==> config.mk <==
export PLATFORM = sky130hd
export DESIGN_NAME = txreq_pin_ctrl
export DESIGN_NICKNAME = d
export VERILOG_FILES = /design/src/rtl/txreq_pkg.sv /design/src/rtl/strobe_edge_sync.sv /design/src/rtl/pin_fn_reg.sv /design/src/rtl/req_fsm.sv /design/src/rtl/txreq_pin_ctrl.sv
export SDC_FILE = /design/constraint.sdc
export NUM_CORES = 1
export LEC_CHECK = 0
export BUFFER_PORTS_ARGS = -buffer_cell sky130_fd_sc_hd__buf_2
export CAP_MARGIN = 20
export CORE_AREA = 2 2 39 41
export DETAILED_ROUTE_END_ITERATION = 8
export DIE_AREA = 0 0 41 43
export GPL_ROUTABILITY_DRIVEN = 0
export SYNTH_ARGS = -nofsm -noshare
export SYNTH_HDL_FRONTEND = slang
export SYNTH_HIERARCHICAL = 1
export SYNTH_SLANG_ARGS = --single-unit
==> constraint.sdc <==
create_clock -name clk -period 3.19 [get_ports clk]
set_clock_uncertainty 0.2 [all_clocks]
set_input_delay 0.4785 -clock clk [delete_from_list [all_inputs] [get_ports clk]]
set_output_delay 0.4785 -clock clk [all_outputs]
set_load 0.1 [all_outputs]
==> src/rtl/txreq_pkg.sv <==
// Package: shared types for the transmit request pin controller.
// Assumes: nothing beyond IEEE 1800-2017.
package txreq_pkg;

    // Request state machine encoding
    typedef enum logic [1:0] {
        RQ_IDLE  = 2'd0,
        RQ_PEND  = 2'd1,
        RQ_DRAIN = 2'd2
    } rq_state_e;

    // Function selected for the shared pin
    typedef enum logic {
        PIN_FN_DTR = 1'b0,
        PIN_FN_REQ = 1'b1
    } pin_fn_e;

endpackage

==> src/rtl/strobe_edge_sync.sv <==
// Module: strobe_edge_sync
// Brings N active-low asynchronous strobes into the clock domain through
// SYNC_STAGES flops. Adds one more flop for edge detection, and flags a
// cycle in which any strobe has risen (access finished).
// Assumes: strobes idle high, and each level lasts longer than a clock period.
module strobe_edge_sync #(
    parameter int N_STROBES   = 2,
    parameter int SYNC_STAGES = 2
) (
    input  logic                 clk,
    input  logic                 rst_n,
    input  logic [N_STROBES-1:0] strobe_n,
    output logic                 rise_any
);
    localparam int CHAIN_W = SYNC_STAGES + 1;

    logic [N_STROBES-1:0] rise_vec;

    genvar g;
    generate
        for (g = 0; g < N_STROBES; g++) begin : g_strobe
            logic [CHAIN_W-1:0] chain_q;

            // Shift the raw strobe through the synchronizer and history flop
            always_ff @(posedge clk) begin
                if (!rst_n) begin
                    chain_q <= '1;
                end else begin
                    chain_q <= {chain_q[CHAIN_W-2:0], strobe_n[g]};
                end
            end

            // Rising edge: synchronized level high, previous level low
            assign rise_vec[g] = chain_q[SYNC_STAGES-1] & ~chain_q[SYNC_STAGES];
        end
    endgenerate

    // Merge all strobe edges into one release trigger
    assign rise_any = |rise_vec;

endmodule

==> src/rtl/pin_fn_reg.sv <==
// Module: pin_fn_reg
// Holds the function-select bit of the shared pin.
// Assumes: either reset clears it to the DTR function; load has lower priority.
module pin_fn_reg
    import txreq_pkg::*;
(
    input  logic    clk,
    input  logic    hw_rst_n,
    input  logic    chan_rst_n,
    input  logic    load,
    input  logic    load_val,
    output pin_fn_e fn_q
);

    // Load the select bit; both resets force the DTR function
    always_ff @(posedge clk) begin
        if (!hw_rst_n || !chan_rst_n) begin
            fn_q <= PIN_FN_DTR;
        end else if (load) begin
            fn_q <= pin_fn_e'(load_val);
        end
    end

endmodule

==> src/rtl/req_fsm.sv <==
// Module: req_fsm
// Tracks one DMA request. A trigger makes it pending. A strobe rise while
// pending starts a RELEASE_CYCLES timer, and when the timer runs out the
// request is dropped. A trigger during the timer cancels the release.
// Assumes: enable low (DTR function) holds the machine idle and drops triggers.
module req_fsm
    import txreq_pkg::*;
#(
    parameter int RELEASE_CYCLES = 4
) (
    input  logic clk,
    input  logic rst_n,
    input  logic enable,
    input  logic trigger,
    input  logic strobe_rise,
    output logic req_active,
    output logic drain_active
);
    localparam int CNT_W = (RELEASE_CYCLES > 1) ? $clog2(RELEASE_CYCLES) : 1;
    localparam logic [CNT_W-1:0] CNT_LOAD = CNT_W'(RELEASE_CYCLES - 1);

    rq_state_e        state_q, state_d;
    logic [CNT_W-1:0] cnt_q, cnt_d;

    // Next-state and timer logic
    always_comb begin
        state_d = state_q;
        cnt_d   = cnt_q;
        if (!enable) begin
            state_d = RQ_IDLE;
            cnt_d   = '0;
        end else if (trigger) begin
            state_d = RQ_PEND;
            cnt_d   = '0;
        end else begin
            case (state_q)
                RQ_IDLE: begin
                    cnt_d = '0;
                end
                RQ_PEND: begin
                    if (strobe_rise) begin
                        state_d = RQ_DRAIN;
                        cnt_d   = CNT_LOAD;
                    end
                end
                RQ_DRAIN: begin
                    if (cnt_q == '0) begin
                        state_d = RQ_IDLE;
                    end else begin
                        cnt_d = cnt_q - 1'b1;
                    end
                end
                default: begin
                    state_d = RQ_IDLE;
                    cnt_d   = '0;
                end
            endcase
        end
    end

    // State and timer registers
    always_ff @(posedge clk) begin
        if (!rst_n) begin
            state_q <= RQ_IDLE;
            cnt_q   <= '0;
        end else begin
            state_q <= state_d;
            cnt_q   <= cnt_d;
        end
    end

    assign req_active   = (state_q != RQ_IDLE);
    assign drain_active = (state_q == RQ_DRAIN);

endmodule

==> src/rtl/txreq_pin_ctrl.sv <==
// Module: txreq_pin_ctrl (top)
// Drives a shared active-low pin as either an inverted DTR bit or a transmit
// DMA request. A request is raised by buffer-empty, or by CRC-sent in
// synchronous mode, and is released a fixed time after the servicing strobe rises.
// Assumes: event inputs are one-cycle synchronous pulses; strobes are asynchronous.
module txreq_pin_ctrl
    import txreq_pkg::*;
#(
    parameter int SYNC_STAGES    = 2,
    parameter int RELEASE_CYCLES = 4
) (
    input  logic clk,
    input  logic hw_rst_n,
    input  logic chan_rst_n,
    input  logic cfg_we,
    input  logic cfg_req_mode,
    input  logic dtr_bit,
    input  logic sync_mode,
    input  logic txbuf_empty_evt,
    input  logic crc_sent_evt,
    input  logic bus_rd_n,
    input  logic bus_wr_n,
    output logic req_pin_n
);
    pin_fn_e fn_q;
    logic    strobe_rise;
    logic    trigger;
    logic    fsm_rst_n;
    logic    req_active;
    logic    drain_active;

    // Function-select bit
    pin_fn_reg u_fn (
        .clk        (clk),
        .hw_rst_n   (hw_rst_n),
        .chan_rst_n (chan_rst_n),
        .load       (cfg_we),
        .load_val   (cfg_req_mode),
        .fn_q       (fn_q)
    );

    // Strobe synchronizer and rise detector
    strobe_edge_sync #(
        .N_STROBES   (2),
        .SYNC_STAGES (SYNC_STAGES)
    ) u_sync (
        .clk      (clk),
        .rst_n    (hw_rst_n),
        .strobe_n ({bus_wr_n, bus_rd_n}),
        .rise_any (strobe_rise)
    );

    // Request sources: buffer empty, or end-of-message CRC in synchronous mode
    assign trigger   = txbuf_empty_evt | (crc_sent_evt & sync_mode);
    assign fsm_rst_n = hw_rst_n & chan_rst_n;

    // Request tracking and release timer
    req_fsm #(
        .RELEASE_CYCLES (RELEASE_CYCLES)
    ) u_fsm (
        .clk          (clk),
        .rst_n        (fsm_rst_n),
        .enable       (fn_q == PIN_FN_REQ),
        .trigger      (trigger),
        .strobe_rise  (strobe_rise),
        .req_active   (req_active),
        .drain_active (drain_active)
    );

    // Pin function multiplexer
    always_comb begin
        if (fn_q == PIN_FN_REQ) begin
            req_pin_n = ~req_active;
        end else begin
            req_pin_n = ~dtr_bit;
        end
    end

endmodule

== Word-level counts from Yosys, hierarchy flattened ==
Cells that the tools add are included.
Widths: inputs -> output; s select.

* Register bits: 11

* $add $sub $neg: 1
* Equality and inequality tests: 8
* Muxes and demuxes: 8
* Bitwise gates (word level): 12
* Reduce and logical (&&, ||, !) cells: 12

{| class="wikitable"
|+ Operators with widths
! kind !! count
|-
| $mux 2 || 4
|-
| $not 1->1 || 7
|-
| $ne 2x2->1 const B || 3
|-
| $pmux 2 s3 || 1
|-
| $reduce_and 3->1 || 2
|-
| $and 1x1->1 || 4
|-
| $logic_not 2->1 || 2
|-
| $pmux 2 s2 || 1
|-
| $reduce_and 2->1 || 2
|-
| $ne 3x2->1 const B || 1
|-
| $ne 3x3->1 const B || 1
|-
| $reduce_or 3->1 || 1
|-
| $eq 2x1->1 const B || 1
|-
| $eq 2x2->1 const B || 1
|-
| $logic_not 1->1 || 2
|-
| $mux 1 || 2
|-
| $ne 2x1->1 const B || 1
|-
| $reduce_bool 2->1 || 1
|-
| $reduce_or 2->1 || 1
|-
| $sub 2x1->2 const B || 1
|-
| $logic_or 1x1->1 || 1
|-
| $or 1x1->1 || 1
|}

== Logic depth before layout (Yosys ltp) ==
Gate-level depths: netlist of run 1.

* Word-level depth: 6
* Gate-level depth with buffers: 5
* Mapped depth without buffers: 5

== Cells and area by module ==
The synthesis of run 1 kept the hierarchy.

{| class="wikitable"
|+ By module, submodules not included
! module !! instances !! cells each !! area an instance (sq um) !! sequential area each (sq um)
|-
| req_fsm || 1 || 31 || 287.8 || 80.1
|-
| strobe_edge_sync || 1 || 15 || 172.7 || 120.1
|-
| pin_fn_reg || 1 || 4 || 37.5 || 20.0
|-
| txreq_pin_ctrl || 1 || 3 || 23.8 || 0.0
|}

== Worst setup path after synthesis of run 1 ==
Ideal clock, no wire load.

* Path type: register -> output
* Start: register u_fsm.state_q[0]
* End: output port req_pin_n
* Arrival: 2.165 ns
* Setup slack: 0.346 ns
* Cell stages (with the launch flop): 5
* Buffers on the path: 0
* Path through: dfxtp_1 inv_1 ha_1 inv_1 mux2i_1

* Cells in the longest elaborated chain, start to end: 3

{| class="wikitable"
|+ Ends and longest elaborated chain
! what !! RTL line !! source
|-
| from (decl) || req_fsm.sv:22 || <nowiki>rq_state_e state_q, state_d;</nowiki>
|-
| from (signal assigned) || req_fsm.sv:67 || <nowiki>state_q <= state_d;</nowiki>
|-
| $reduce_bool 2->1 || req_fsm.sv:72 || <nowiki>assign req_active = (state_q != RQ_IDLE);</nowiki>
|-
| via req_active || txreq_pin_ctrl.sv:29 || <nowiki>logic req_active;</nowiki>
|-
| $not 1->1 || txreq_pin_ctrl.sv:73 || <nowiki>req_pin_n = ~req_active;</nowiki>
|-
| $mux 1 || txreq_pin_ctrl.sv:72 || <nowiki>if (fn_q == PIN_FN_REQ) begin</nowiki>
|-
| to (decl) || txreq_pin_ctrl.sv:23 || <nowiki>output logic req_pin_n</nowiki>
|}

The timed path passes the listed nets, and every way through them passes these cells.

== Worst setup path after layout of run 1 ==
Same ends and word-level chain as after synthesis.

==> results.ini, run 1 <==
[timing]
rsz0062_at_grt=no
hold_viol_final=0
final.period_utilization=0.6826
slew_violations=0
relSlewSlack=0.6792
fin_ws_ns=1.013
fin_setup_tns_ns=0
min_period_ns=2.177
worst_slew_pin_slew_ns=0.4845
setup_viol=0
fmax_mhz=459.3

[setup_path]
crit_fanout=4
crit_path_end=req_pin_n
r2r_slack_ns=1.73
cp.required_ns=2.51
r2r_end=u_fsm/cnt_q[1]
end_kind=output port
crit_path_start_kind=register
worst-setup-path-type=register to output port
worstRegToRegCells=5
r2r_start=u_fsm/state_q[1]
startpoint=u_fsm/state_q[0]
cp.arrival_ns=1.50

[die]
die_y_um=43
die-area_um2=1763
die_w_um=41
core_um2=1384
initial_core_util=0.3770
core.rowCount=14
boundaryPins=12

[clock_network]
cts.repair.resized=0
clockBufferDepth=2
clock_latency_ns=0.26
cts_tree=done
cts_buffers=3
clockRootBuffer=clkbuf_4
cts.clk_slew.worst_paths_ns=0.06
post_cts_buffers=0
cts_hold_buf=0
htree_levels=1
clock_sinks=11

[final_layout]
antennaDiodeCount=0
layout-drive-gt1-share=0.2941
instances_no_fill=84
final_area_um2=623.1
utilization=0.4503
nets=85
area_growth_pct=19.42

[routing]
wl_um=831
ant_nets=0
route.detailed.drc=0
dr.pass1.iters=3
wl_per_cell_um=9.893
num_vias=374
drtIter0Drc=4
avgViaCountPerCell=4.452

[placement]
post-dp-hpwl_um=696.4
dpl_worst_slack_ns=1.303
portBuffers=11
placed_area_um2=596.8
dp_cells=80

[synth]
synth_top_area_share=0.4221
yosysMostFrequentCell=dfxtp_1
syn_avg_cell_area_um2=9.844
syn_area_um2=521.8
ys_ff_latch=11
syn_inst=53
synth_edf_count=0
yosysWarnings=6
yosys.area.top_type=dfxtp_1
ys_async_sr_fraction=0
synthTopCellsByArea=dfxtp_1 (42%), ha_1 (12%), nand2b_1 (7.2%), inv_1 (6.5%), mux2i_1 (3.8%)
synthDistinctLibCells=21
synth_flop_cell=dfxtp_1
syn-num-nets=69
yosysSeqAreaShare=0.4221
synth_common_cells=dfxtp_1 (11), inv_1 (9), nand2b_1 (6)

[run_status]
outcome=finished, final reports clean

[power]
vdd_ir_drop_max_mv=0.2002
p_leak_nw=0.2812
power_density_nw_per_um2=408.5

[job]
max_cap_viol_count=0

[worst_hold_path]
min_path_type=input port to register

[global_route]
grt_pass1_vias=372
grtUsageTotal=0.1220
antenna_found_initial=0
grt_overflow=0
grt_pass1_wl_um=1352
grt_start_max_net_pins=9

-- worst min-delay path by stage --
stage,start,endpoint,cells past startpoint
2_1_floorplan,u_sync/g_strobe[0].chain_q[0],u_sync/g_strobe[0].chain_q[1],1
6_report,bus_wr_n,u_sync/g_strobe[1].chain_q[0],2
4_1_cts,bus_rd_n,u_sync/g_strobe[0].chain_q[0],2
3_5_place_dp,u_sync/g_strobe[0].chain_q[0],u_sync/g_strobe[0].chain_q[1],1
3_3_place_gp,u_sync/g_strobe[0].chain_q[0],u_sync/g_strobe[0].chain_q[1],1
5_1_grt,bus_wr_n,u_sync/g_strobe[1].chain_q[0],2
-- worst max-delay path, stage by stage, from the launching register on --
cell	delay, ns
dfxtp_1	0.31
inv_1	0.11
ha_1	0.18
inv_1	0.07
mux2i_1	0.12
buf_2	0.44
-- through the flow --
step	hold slack, ns	power (mW)
final	0.1955	0.2546
after global routing	0.1835	0.2712
after CTS	0.1857	0.2598
after detailed placement	0.1964	0.1678
after global placement	0.1896	0.1673
after floorplan	0.1863	0.1585
-- final cells by class --
cell class              count  area, um2
clock buffers               4      26.28
fillers                   144      760.7
repair buffers             11      55.05
inverters                   9      33.78
well taps                  16      20.02
flip-flops and latches     11      220.2
multi-input cells          33      267.8
-- routing by layer --
layer | global-route usage | vias to the layer above | wire length [um]
met5 | 0 | - | 0
li1 | - | 208 | -
met1 | 0.1205 | 160 | 375
met4 | 0.1200 | 0 | 9
met3 | 0.03141 | 2 | 19
met2 | 0.1875 | 4 | 427
-- cell usage in the layout (no fill, tap or decap) --
| master | instances |
|---|---|
| nand3_1 | 1 |
| o211a_1 | 1 |
| mux2i_1 | 2 |
| o32ai_2 | 1 |
| and3b_2 | 1 |
| o22ai_2 | 1 |
| a31o_2 | 1 |
| o32ai_1 | 1 |
| ha_1 | 5 |
| nor2_1 | 1 |
| nand2_1 | 4 |
| dfxtp_1 | 11 |
| clkbuf_1 | 1 |
| a31oi_1 | 1 |
| inv_1 | 9 |
| clkbuf_4 | 3 |
| and2_1 | 1 |
| a21oi_1 | 2 |
| buf_2 | 11 |
| a21o_1 | 1 |
| nand2b_1 | 6 |
| o311a_2 | 1 |
| nor2b_1 | 1 |
| a21bo_2 | 1 |
-- flip-flops by register name (all words and copies together), names as in the netlist --
register,count
u_fn/fn_q,1
u_fsm/cnt_q,2
u_fsm/state_q,2
u_sync/g_strobe.chain_q,6
-- where the power goes --
part           switching, mW  internal (mW)
combinational         0.0127        0.00951
sequential           0.00127          0.141
clock                 0.0420         0.0483
total                 0.0559          0.199
-- cell families (layout without fill, tap and decap cells) --
family | after synthesis | after routing | synth area share
AND/OR/NAND/NOR | 15 | 15 | 0.1607
AO/OA/AOI/OAI | 11 | 11 | 0.1943
flip-flops | 11 | 11 | 0.4221
buffers and inverters | 9 | 24 | 0.06474
adder cells (fa/ha/maj) | 5 | 5 | 0.1199
multiplexers | 2 | 2 | 0.03837
(Power assumes the default switching activity.)
==> run 2: changes to the inputs <==
clock period = 2.1 ns   (was 3.19 ns; I/O delays follow)
==> run 2 against run 1 <==
Sequential share of layout area down 0.83 points. Global-route usage up 0.14 points. Setup slack worse by 0.87 ns. Clock power up 55%. Combinational power up 64%. Sequential cell count unchanged. Power up 54%. Critical path type unchanged. Largest cell class unchanged.
==> results.ini, run 2 (synthesized netlist as in run 1, its figures left out) <==
[clock_network]
clockRootBuffer=clkbuf_4
clock_latency_ns=0.26
cts.clk_slew.worst_paths_ns=0.07
cts_buffers=3
post_cts_buffers=0
clockBufferDepth=2
cts_tree=done
cts_hold_buf=0
clock_sinks=11
htree_levels=1

[job]
max_cap_viol_count=0

[global_route]
grt_overflow=0
grt_pass1_vias=381
grt_pass1_wl_um=1407
antenna_found_initial=0
grtUsageTotal=0.1234
grt_start_max_net_pins=9

[timing]
final.period_utilization=0.9325
worst_slew_pin_slew_ns=0.3005
setup_viol=0
min_period_ns=1.958
slew_violations=0
relSlewSlack=0.8008
fin_setup_tns_ns=0
fmax_mhz=510.6
hold_viol_final=0
rsz0062_at_grt=no

[final_layout]
utilization=0.4611
top_register=u_sync/g_strobe.chain_q
final_cell_mix=dfxtp_1 (11), buf_2 (10), inv_1 (9)
nets=85
instances_no_fill=84
area_growth_pct=22.30
largest_reg_flops=6
final_common_cell=dfxtp_1
top_regs=u_sync/g_strobe.chain_q x6, u_fsm/cnt_q x2, u_fsm/state_q x2
antennaDiodeCount=0
layout-drive-gt1-share=0.3088

[power]
power_density_nw_per_um2=615.4
internal-power_mw=0.3039
seqPwrFrac=0.550
p_leak_nw=0.2840
p_comb_frac=0.093
swShare=0.2261
vdd_ir_drop_max_mv=0.3617
p_clk_frac=0.357
power_mw=0.3927
p_switching_mw=0.08880

[routing]
ant_nets=0
drtIter0Drc=6
wl_per_cell_um=9.893
num_vias=391
avgViaCountPerCell=4.655
dr.pass1.iters=4
wl_um=831
route.detailed.drc=0

[setup_path]
end_kind=output port
worst-setup-path-type=register to output port
crit_fanout=4
cp.required_ns=1.58
startpoint=u_fsm/state_q[0]
cp.arrival_ns=1.44
r2r_start=u_fsm/state_q[1]
crit_path_start_kind=register

[worst_hold_path]
min_path_type=input port to register
hold_start=bus_wr_n

[die]
core.rowCount=14
die_y_um=43
die-area_um2=1763
core_um2=1384
boundaryPins=12
initial_core_util=0.3770
die_w_um=41

[placement]
dp_cells=80
post-dp-hpwl_um=683.1
portBuffers=11

[run_status]
outcome=finished, final reports clean

==> run 2: worst paths after layout <==
path	depth (start not counted)	slack [ns]	to
setup / recovery	5	0.14	req_pin_n
hold / removal	2	0.03	u_sync/g_strobe[1].chain_q[0]
setup reg to reg	5	0.62	u_fsm/cnt_q[1]
hold reg to reg	1	0.21	u_sync/g_strobe[1].chain_q[1]
==> run 2: through the flow <==
step | hold slack [ns] | setup WS, ns | area [um2]
floorplan | 0.1769 | 0.3465 | 534.3
global placement | 0.1893 | 0.3729 | 609.3
detailed placement | 0.1954 | 0.3428 | 609.3
CTS | 0.01692 | 0.03618 | 635.6
global route | 0.02353 | 0.04669 | 638.1
finish | 0.02692 | 0.1417 | 638.1
==> run 2: metal layers <==
metal	global-route usage	wire length [um]	up-vias
li1	-	-	208
met1	0.1382	392	177
met2	0.1844	407	6
met3	0.04712	30	0
met4	0.08000	0	0
met5	0	0	-
==> run 2: final cells by class <==
| type | count | area [um2] |
|---|---|---|
| repair buffers | 11 | 57.56 |
| multi-input cells | 33 | 280.3 |
| fillers | 142 | 745.7 |
| well taps | 16 | 20.02 |
| inverters | 9 | 33.78 |
| flip-flops and latches | 11 | 220.2 |
| clock buffers | 4 | 26.28 |
==> run 2: timing repair <==
| action | 4_1_cts | 5_1_grt |
|---|---|---|
| endpoints found under the hold margin | 0 | 0 |
| setup endpoints to repair | 0 | 1 |
| resized for setup | 0 | 1 |
==> run 2: power by group through the flow <==
stage               combinational [mW]  clock [mW]  sequential (mW)
floorplan                       0.0223           0            0.220
global placement                0.0357           0            0.221
detailed placement              0.0361           0            0.221
CTS                             0.0365       0.149            0.216
global route                    0.0397       0.159            0.217
finish                          0.0365       0.140            0.216
==> run 2: worst max-delay path: stages (launching register included) <==
cell      delay [ns]
dfxtp_1         0.31
inv_1           0.12
ha_1            0.18
inv_1           0.09
mux2i_4         0.13
clkbuf_4        0.34
